**src/rtl/iter_sub_pkg.sv**
```systemverilog
// Package: shared state encoding for the iterative subtract unit.
package iter_sub_pkg;
    typedef enum logic [1:0] {
        ST_IDLE = 2'd0,
        ST_CMP  = 2'd1,
        ST_SUB  = 2'd2
    } loop_st_t;
endpackage

```
**src/rtl/iter_sub_adder.sv**
```systemverilog
// Module: shared add/subtract unit. It forms x + ~y + 1 and reports
// whether x < y (signed) as sum MSB xor overflow.
// Assumes: operands are already extended to EW bits by the caller.
module iter_sub_adder #(
    parameter int EW = 17
) (
    input  logic [EW-1:0] x_i,
    input  logic [EW-1:0] y_i,
    output logic [EW-1:0] sum_o,
    output logic          neg_o
);
    logic [EW-1:0] y_inv;
    logic          ovf;

    // Two's-complement subtraction through inversion and carry-in.
    always_comb begin
        y_inv = ~y_i;
        sum_o = x_i + y_inv + {{(EW-1){1'b0}}, 1'b1};
        ovf   = (x_i[EW-1] == y_inv[EW-1]) && (sum_o[EW-1] != x_i[EW-1]);
        neg_o = sum_o[EW-1] ^ ovf;
    end

    // the flag agrees with a signed comparison of the operands
    always_comb begin
        lt_flag_chk: assert (neg_o == ($signed(x_i) < $signed(y_i)));
    end
endmodule

```
**src/rtl/iter_sub_ctrl.sv**
```systemverilog
// Module: controller FSM. It runs the compare step, then the subtract or
// finish step, and counts subtractions against MAX_ITER.
// Assumes: cond_i is the registered a>b flag written during the compare step.
module iter_sub_ctrl
    import iter_sub_pkg::*;
#(
    parameter int MAX_ITER = 64,
    localparam int CW = $clog2(MAX_ITER + 1)
) (
    input  logic clk,
    input  logic rst_n,
    input  logic start_i,
    input  logic cond_i,
    output logic load_o,
    output logic cmp_o,
    output logic sub_o,
    output logic fin_o,
    output logic abort_o
);
    loop_st_t      st_q;
    logic [CW-1:0] cnt_q;
    logic          hit;

    // Decode control strobes from state, flag and counter.
    always_comb begin
        hit     = (cnt_q == CW'(MAX_ITER));
        load_o  = (st_q == ST_IDLE) && start_i;
        cmp_o   = (st_q == ST_CMP);
        sub_o   = (st_q == ST_SUB) && cond_i && !hit;
        abort_o = (st_q == ST_SUB) && cond_i && hit;
        fin_o   = (st_q == ST_SUB) && (!cond_i || hit);
    end

    // State sequencing: idle -> compare -> subtract/finish.
    always_ff @(posedge clk) begin
        if (!rst_n) begin
            st_q <= ST_IDLE;
        end else begin
            case (st_q)
                ST_IDLE: if (start_i) st_q <= ST_CMP;
                ST_CMP:  st_q <= ST_SUB;
                ST_SUB:  st_q <= fin_o ? ST_IDLE : ST_CMP;
                default: st_q <= ST_IDLE;
            endcase
        end
    end

    // Subtraction counter, cleared on each new run.
    always_ff @(posedge clk) begin
        if (!rst_n || load_o) cnt_q <= '0;
        else if (sub_o)       cnt_q <= cnt_q + 1'b1;
    end


    cnt_bound_chk: assert property (@(posedge clk) disable iff (!rst_n)
        cnt_q <= CW'(MAX_ITER));


    no_restart_chk: assert property (@(posedge clk) disable iff (!rst_n)
        (st_q != ST_IDLE) |-> !load_o);
endmodule

```
**src/rtl/iter_sub_datapath.sv**
```systemverilog
// Module: operand registers, condition flag and final-result register
// around the shared adder. A mux picks the adder operands and a demux
// routes the sum to the condition flag or back to register a.
// Assumes: control strobes from iter_sub_ctrl are mutually exclusive.
module iter_sub_datapath #(
    parameter int WIDTH = 16,
    localparam int EW = WIDTH + 1
) (
    input  logic             clk,
    input  logic             rst_n,
    input  logic             load_i,
    input  logic             cmp_i,
    input  logic             sub_i,
    input  logic             fin_i,
    input  logic             abort_i,
    input  logic             sgn_i,
    input  logic [WIDTH-1:0] a_i,
    input  logic [WIDTH-1:0] b_i,
    output logic             cond_o,
    output logic             done_o,
    output logic             err_o,
    output logic [WIDTH-1:0] res_o
);
    logic [EW-1:0] a_q, b_q, x, y, sum;
    logic          neg;
    logic          ext_a, ext_b;

    // Operand mux: compare forms b - a, subtract forms a - b.
    always_comb begin
        x     = cmp_i ? b_q : a_q;
        y     = cmp_i ? a_q : b_q;
        ext_a = sgn_i & a_i[WIDTH-1];
        ext_b = sgn_i & b_i[WIDTH-1];
    end

    iter_sub_adder #(.EW(EW)) u_add (
        .x_i  (x),
        .y_i  (y),
        .sum_o(sum),
        .neg_o(neg)
    );

    // Operand registers: load extended inputs, write back the difference.
    always_ff @(posedge clk) begin
        if (!rst_n) begin
            a_q <= '0;
            b_q <= '0;
        end else if (load_i) begin
            a_q <= {ext_a, a_i};
            b_q <= {ext_b, b_i};
        end else if (sub_i) begin
            a_q <= sum;
        end
    end

    // Condition flag: false on start, set from the compare step.
    always_ff @(posedge clk) begin
        if (!rst_n || load_i) cond_o <= 1'b0;
        else if (cmp_i)       cond_o <= neg;
    end

    // Final register, completion strobe and abort flag.
    always_ff @(posedge clk) begin
        if (!rst_n) begin
            res_o  <= '0;
            done_o <= 1'b0;
            err_o  <= 1'b0;
        end else begin
            done_o <= fin_i;
            if (fin_i) begin
                res_o <= a_q[WIDTH-1:0];
                err_o <= abort_i;
            end
        end
    end

    // a normal finish only happens once a is not greater than b
    final_cond_chk: assert property (@(posedge clk) disable iff (!rst_n)
        (fin_i && !abort_i) |-> !($signed(a_q) > $signed(b_q)));


    done_pulse_chk: assert property (@(posedge clk) disable iff (!rst_n)
        done_o |=> !done_o);


    res_hold_chk: assert property (@(posedge clk) disable iff (!rst_n)
        !fin_i |=> $stable(res_o));
endmodule

```
**src/rtl/iter_sub_unit.sv**
```systemverilog
// Module: top of the iterative subtract-until-not-greater unit.
// Assumes: start is honoured only while idle; results are valid with done.
module iter_sub_unit #(
    parameter int WIDTH    = 16,
    parameter int MAX_ITER = 64
) (
    input  logic             clk,
    input  logic             rst_n,
    input  logic             start_i,
    input  logic             sgn_i,
    input  logic [WIDTH-1:0] a_i,
    input  logic [WIDTH-1:0] b_i,
    output logic             done_o,
    output logic             err_o,
    output logic [WIDTH-1:0] res_o
);
    logic load, cmp, sub, fin, abort, cond;

    iter_sub_ctrl #(.MAX_ITER(MAX_ITER)) u_ctrl (
        .clk    (clk),
        .rst_n  (rst_n),
        .start_i(start_i),
        .cond_i (cond),
        .load_o (load),
        .cmp_o  (cmp),
        .sub_o  (sub),
        .fin_o  (fin),
        .abort_o(abort)
    );

    iter_sub_datapath #(.WIDTH(WIDTH)) u_dp (
        .clk    (clk),
        .rst_n  (rst_n),
        .load_i (load),
        .cmp_i  (cmp),
        .sub_i  (sub),
        .fin_i  (fin),
        .abort_i(abort),
        .sgn_i  (sgn_i),
        .a_i    (a_i),
        .b_i    (b_i),
        .cond_o (cond),
        .done_o (done_o),
        .err_o  (err_o),
        .res_o  (res_o)
    );

    // the error flag is only raised together with done
    err_with_done_chk: assert property (@(posedge clk) disable iff (!rst_n)
        $rose(err_o) |-> done_o);
endmodule

```
**config.mk**
```make
export PLATFORM = sky130hd
export DESIGN_NAME = iter_sub_unit
export DESIGN_NICKNAME = d
export VERILOG_FILES = /design/src/rtl/iter_sub_pkg.sv /design/src/rtl/iter_sub_adder.sv /design/src/rtl/iter_sub_ctrl.sv /design/src/rtl/iter_sub_datapath.sv /design/src/rtl/iter_sub_unit.sv
export SDC_FILE = /design/constraint.sdc
export NUM_CORES = 1
export LEC_CHECK = 0
export BUFFER_PORTS_ARGS = -buffer_cell sky130_fd_sc_hd__buf_2
export CORE_ASPECT_RATIO = 1.5
export CORE_UTILIZATION = 30
export DETAILED_ROUTE_END_ITERATION = 7
export SLEW_MARGIN = 0
export SYNTH_ARGS = -nofsm -noshare
export SYNTH_HDL_FRONTEND = slang
export SYNTH_SLANG_ARGS = --single-unit
```
**constraint.sdc**
```tcl
create_clock -name clk -period 2.8 [get_ports clk]
set_input_delay 0.28 -clock clk [delete_from_list [all_inputs] [get_ports clk]]
set_output_delay 0.28 -clock clk [all_outputs]
set_load 0.05 [all_outputs]
```
# Word level (Yosys, flattened, before mapping)
# Index checks and enable logic that the tools add are counted.
dict set report word_totals {
  ff_bits 62
  output_inout_bits 18
  wordCells 41
  inputBits 36
}
dict set report op_classes {
  bitwise 4
  n_eq_ne 6
  mux 7
  reduce_logical 13
  add_sub_neg 3
}
# operator n
set op_table {}
lappend op_table {{$mux 17} 4}
lappend op_table {{$add 17x1->17 const B} 1}
lappend op_table {{$add 17x17->17} 1}
lappend op_table {{$not 17->17} 1}
lappend op_table {{$add 7x1->7 const B} 1}
lappend op_table {{$eq 7x7->1 const B} 1}
lappend op_table {{$logic_and 1x1->1} 6}
lappend op_table {{$pmux 2 s3} 1}
lappend op_table {{$logic_not 1->1} 3}
lappend op_table {{$and 1x1->1} 2}
lappend op_table {{$eq 2x1->1 const B} 1}
lappend op_table {{$eq 2x2->1 const B} 1}
lappend op_table {{$logic_not 2->1} 1}
lappend op_table {{$logic_or 1x1->1} 2}
lappend op_table {{$mux 2} 1}
lappend op_table {{$ne 2x2->1 const B} 1}
lappend op_table {{$reduce_bool 2->1} 1}
lappend op_table {{$eq 1x1->1} 1}
lappend op_table {{$mux 1} 1}
lappend op_table {{$ne 1x1->1} 1}
lappend op_table {{$xor 1x1->1} 1}

# Longest topological paths before layout
dict set report logic_depth {
  word_depth 8
  ltp_mapped 11
  ltp_nobuf 10
}

# Modules after synthesis
# A second synthesis with hierarchy kept.
dict set report unflattened {
  cells_unflattened 423
  area_unflattened_um2 4112.7
}
# module area_per_inst_um2 n_inst cells_per_inst seq_area_each_um2
set by_module_without_submodules {}
lappend by_module_without_submodules {iter_sub_datapath 2660.1 1 230 1061.0}
lappend by_module_without_submodules {iter_sub_adder 967.2 1 138 0.0}
lappend by_module_without_submodules {iter_sub_ctrl 485.5 1 55 180.2}

# Least setup slack after synthesis
# Ideal clock, no wire load.
dict set report synth_timing {
  path_type {reg2reg}
  startpoint {register u_dp.a_q[0]}
  endpoint {register u_dp.cond_o}
  path_buffers 0
  t_required_ps 2714
  setup_ps 86
  path_stages_with_launch 11
  arrival_ps 2297
  slack_ps 417
  period_less_slack_ps 2383
  path_cell_list {dfxtp_1 > nor4bb_1 > a21oi_2 > ha_1 > a221oi_4 > o22ai_2 > a21oi_4 > o21ba_2 > o21ai_1 > maj3_2 > a211oi_1}
}
dict set report synth_between {
  elab_chain_len 7
  elab_cells_between_ends 8
  classes_between {add/sub: 2; eq/ne: 1; mux: 2; bitwise: 2; reduce/logical: 1}
}
# item line
set synth_rtl {}
lappend synth_rtl {{from (decl)} iter_sub_datapath.sv:24} ;# logic [EW-1:0] a_q, b_q, x, y, sum;
lappend synth_rtl {{from (signal assigned)} iter_sub_datapath.sv:49} ;# a_q <= {ext_a, a_i};
lappend synth_rtl {{from (signal assigned)} iter_sub_datapath.sv:52} ;# a_q <= sum;
lappend synth_rtl {{$mux 17} iter_sub_datapath.sv:31} ;# y = cmp_i ? a_q : b_q;
lappend synth_rtl {{$not 17->17} iter_sub_adder.sv:17} ;# y_inv = ~y_i;
lappend synth_rtl {{$add 17x17->17 *} iter_sub_adder.sv:18} ;# sum_o = x_i + y_inv + {{(EW-1){1'b0}}, 1'b1};
lappend synth_rtl {{$add 17x1->17 *} iter_sub_adder.sv:18}
lappend synth_rtl {{$ne 1x1->1} iter_sub_adder.sv:19} ;# ovf = (x_i[EW-1] == y_inv[EW-1]) && (sum_o[EW-1] != x_i[EW-1]);
lappend synth_rtl {{$logic_and 1x1->1} iter_sub_adder.sv:19}
lappend synth_rtl {{$xor 1x1->1 *} iter_sub_adder.sv:20} ;# neg_o = sum_o[EW-1] ^ ovf;
lappend synth_rtl {{to (signal assigned)} iter_sub_datapath.sv:59} ;# else if (cmp_i) cond_o <= neg;
lappend synth_rtl {{to (decl)} iter_sub_datapath.sv:19} ;# output logic cond_o,
# Mark *: on every way between the ends. The rest lies on a longest branch, timed or not.
# A chain may end at the register's enable or synchronous reset.

# Final worst setup path
# Ends and elaborated chain as after synthesis.

==> run_results.csv <==
group,metric,value,unit
run_status,status,"finished clean",
yosys,netlist.area_leader.share,0.318,
yosys,seq_area_frac_synth,0.318,
yosys,synth_adder_area_share,0.0205,
yosys,syn_inst,520,
yosys,synth_nets,559,
yosys,yosys.area_share.simple,0.298,
drt,drt_iter0_markers,199,
worst_setup_path,cp_data_required_time,3040,ps
yosys,synth_top_family_by_area,"simple AND/OR/NAND/NOR gates",
timing,report.final.slew_viol_count,0,
placed_design,place_congestion,0.883,
floorplanning,num_rows,50,
yosys,synth_compound_area_frac,0.250,
layout,stdcell_area,4620,µm²
floorplanning,die-area,13500,µm²
layout,diodes,0,
global_routing,use_met3,0.0316,
pwr,seqPwrFrac,0.367,
yosys,synth_mux_area_frac,0.0154,
worst_setup_path,worstSetupPathType,"flop to flop",
timing,grt_setup_unrepaired,"no",
placed_design,dp_hpwl,8020,µm
floorplanning,num_io_pins,54,
pwr,p_switching,0.825,mW
timing,max_freq,393,MHz
worst_setup_path,critPathBufInv,0,
global_routing,grt_util_met1,0.180,
timing,layout_setup_ws,258,ps
job,drv_cap,0,
global_routing,antenna_found_initial,0,
layout,fin_nets,597,
placed_design,dp_slack,202,ps
drt,drt-total-wl,10900,µm
layout,layout_commonest_cell,"nand2_1",
floorplanning,fp.dieW,95.1,µm
worst_setup_path,cp-start-kind,"flop",
global_routing,gr-total-overflow,0,
worst_setup_path,cpMaxStageDelayCell,"dfxtp_1",
clock_tree,cts_buffer_depth,2,
clock_tree,clkSinkCount,62,
drt,ant_nets,0,
drt,drc,0,
yosys,synthXorXnorAreaFrac,0.0472,
clock_tree,root_buffer,"clkbuf_16",
timing,skew,6.63,ps
yosys,async_reset_ff_frac,0,
drt,dr.pass1.iters,4,
floorplanning,initial_core_util,0.310,
worst_setup_path,cpLargestDelayFamily,"compound AO/OA/AOI/OAI gates",
timing,whs,183,ps
pwr,ir_worst_vdd,0.000226,V
timing,relSlewSlack,0.418,
pwr,swShare,0.303,
clock_tree,cts_buffers,9,
global_routing,grt_max_degree,50,
yosys,postSynthAreaPerCell,7.50,µm²
yosys,yosys_warnings,0,
placed_design,dpl_cell_area,4320,µm²
yosys,synth_area,3900,µm²
yosys,synth-seq-cells,62,
timing,fin_crit_sh,0.908,
yosys,synthTopCellsByArea,"dfxtp_1, nand2_1, a21oi_1",
pwr,p_int,1.90,mW
worst_setup_path,cp-end-kind,"flop",
worst_setup_path,worstPathArrival,2780,ps
pwr,p_leak,1.73,nW
global_routing,grt_pass1_vias,3674,
worst_setup_path,path_cells,"nor4bb_2 -> a21oi_2 -> ha_1 -> a221oi_4 -> o22ai_2 -> a21oi_4 -> o21ba_2 -> o21ai_1 -> maj3_2 -> a211oi_1",
drt,viasPerCell,5.44,
layout,layout_common_cells,"nand2_1, dfxtp_1, buf_2",
yosys,synth_area_leader_cell,"dfxtp_1",
clock_tree,clock_latency,330,ps
layout,utilization,0.367,
yosys,synth_ff_type,"dfxtp_1",
yosys,synth_edf_count,0,
clock_tree,postCtsHoldBufs,0,
global_routing,grt_busiest_layer,"met2",
pwr,p_comb_frac,0.232,
hold_path,hp-class,"primary input to flop",
global_routing,grt.met2_usage,0.302,
timing,min_period,2540,ps
timing,hold_viol_final,0,
layout,fillCellCount,1336,
timing,finalSetupViolations,0,
yosys,synth_cell_type_count,70,
timing,worstMarginPinSlew,872,ps
pwr,p_per_area,590,nW/µm²
drt,detail_route.wl_per_cell,15.2,µm
clock_tree,htreeDepth,3,
layout,multi_input_area,2470,µm²
floorplanning,core,12600,µm²
worst_setup_path,crit_fanout,5,
global_routing,grt_first_pass_wirelength,17500,µm
clock_tree,cts.clk_slew.worst_paths,50,ps
layout,area_delta_synth_final,18.4,%
layout,register_area,1240,µm²
worst_setup_path,max_stage_delay,370,ps
placed_design,io_buffer_count,53,
timing,final.setup.tns,0,ps
clock_tree,cts_tree,"built",
layout,drive_gt1_frac,0.187,
pwr,p_clk_frac,0.401,
global_routing,grt_usage,0.168,
drt,route.vias.total,3906,
floorplanning,die_height,142,µm
[per-layer routing]
| layer | wire length [µm] | share of wire | vias to the layer above |
|---|---|---|---|
| met5 | 0 | 0 | - |
| met4 | 358 | 0.033 | 0 |
| met3 | 482 | 0.044 | 26 |
| met2 | 5760 | 0.53 | 115 |
| met1 | 4290 | 0.39 | 1838 |
| li1 | - | - | 1927 |
[registers in the layout, indices dropped and copies added, names as in the netlist]
name          flops
u_dp.a_q         17
u_dp.b_q         17
u_dp.res_o       16
u_ctrl.cnt_q      7
u_ctrl.st_q       2
u_dp.cond_o       1
u_dp.done_o       1
u_dp.err_o        1
[synth_stat cells (all sizes together), types with 5 or more instances]
cell    count
nor3b       5
nor2       36
and2        5
inv        11
or3        13
o211ai     10
nand2b     17
clkbuf     30
dfxtp      62
nand3      15
a21oi      51
mux2i       6
buf         8
a311oi      9
o21ai      23
nor3       12
a211oi     11
nand2      90
xnor2      13
xor2        8
nor2b      20
[final cells by class]
class | instances | area share
inverter | 11 | 0.00894
multi-input combinational | 409 | 0.535
clock inverter | 5 | 0.0108
timing repair buffer | 65 | 0.0823
tap | 156 | 0.0423
sequential | 62 | 0.269
clock buffer | 10 | 0.0517
[logic make-up after synthesis]
group           count (synthesis)
simple gates                  234
compound gates                141
flops                          62
buf+inv                        49
mux                             6
xor+xnor                       21
fa+ha+maj                       7
[power groups by stage]
stage | sequential, mW | combinational [mW] | clock, mW
after floorplan | 0.983 | 0.496 | 0
after global placement | 1.01 | 0.617 | 0
after detailed placement | 1.02 | 0.627 | 0
after CTS | 0.998 | 0.631 | 1.11
after global routing | 1.01 | 0.696 | 1.15
final | 1.00 | 0.631 | 1.09
[timing repair]
| action | CTS | global route |
|---|---|---|
| resized for setup | 0 | 3 |
| setup buffers | 0 | 0 |
| setup endpoints to repair | 0 | 2 |
[per-stage QoR]
| step | total power [mW] | instances |
|---|---|---|
| global route | 2.85 | 718 |
| finish | 2.72 | 718 |
| floorplan | 1.48 | 520 |
| CTS | 2.74 | 718 |
| detailed placement | 1.64 | 703 |
| global placement | 1.63 | 703 |
[worst paths after layout]
check | start | endpoint | slack (ps) | cells past startpoint
max | u_dp.a_q[0]$_SDFFE_PN0P_ | u_dp.cond_o$_SDFFE_PP0N_ | 260 | 10
min | b_i[4] | u_dp.b_q[4]$_SDFFE_PN0P_ | 180 | 3
max reg2reg | u_dp.a_q[0]$_SDFFE_PN0P_ | u_dp.cond_o$_SDFFE_PP0N_ | 260 | 10
min reg2reg | u_dp.res_o[0]$_SDFFE_PN0P_ | u_dp.res_o[0]$_SDFFE_PN0P_ | 450 | 2
[tightest hold or removal path: stages]
cell	delay [ps]
buf_2	90
nand2_1	40
a21oi_1	50
Power figures use the tool's default switching activity.
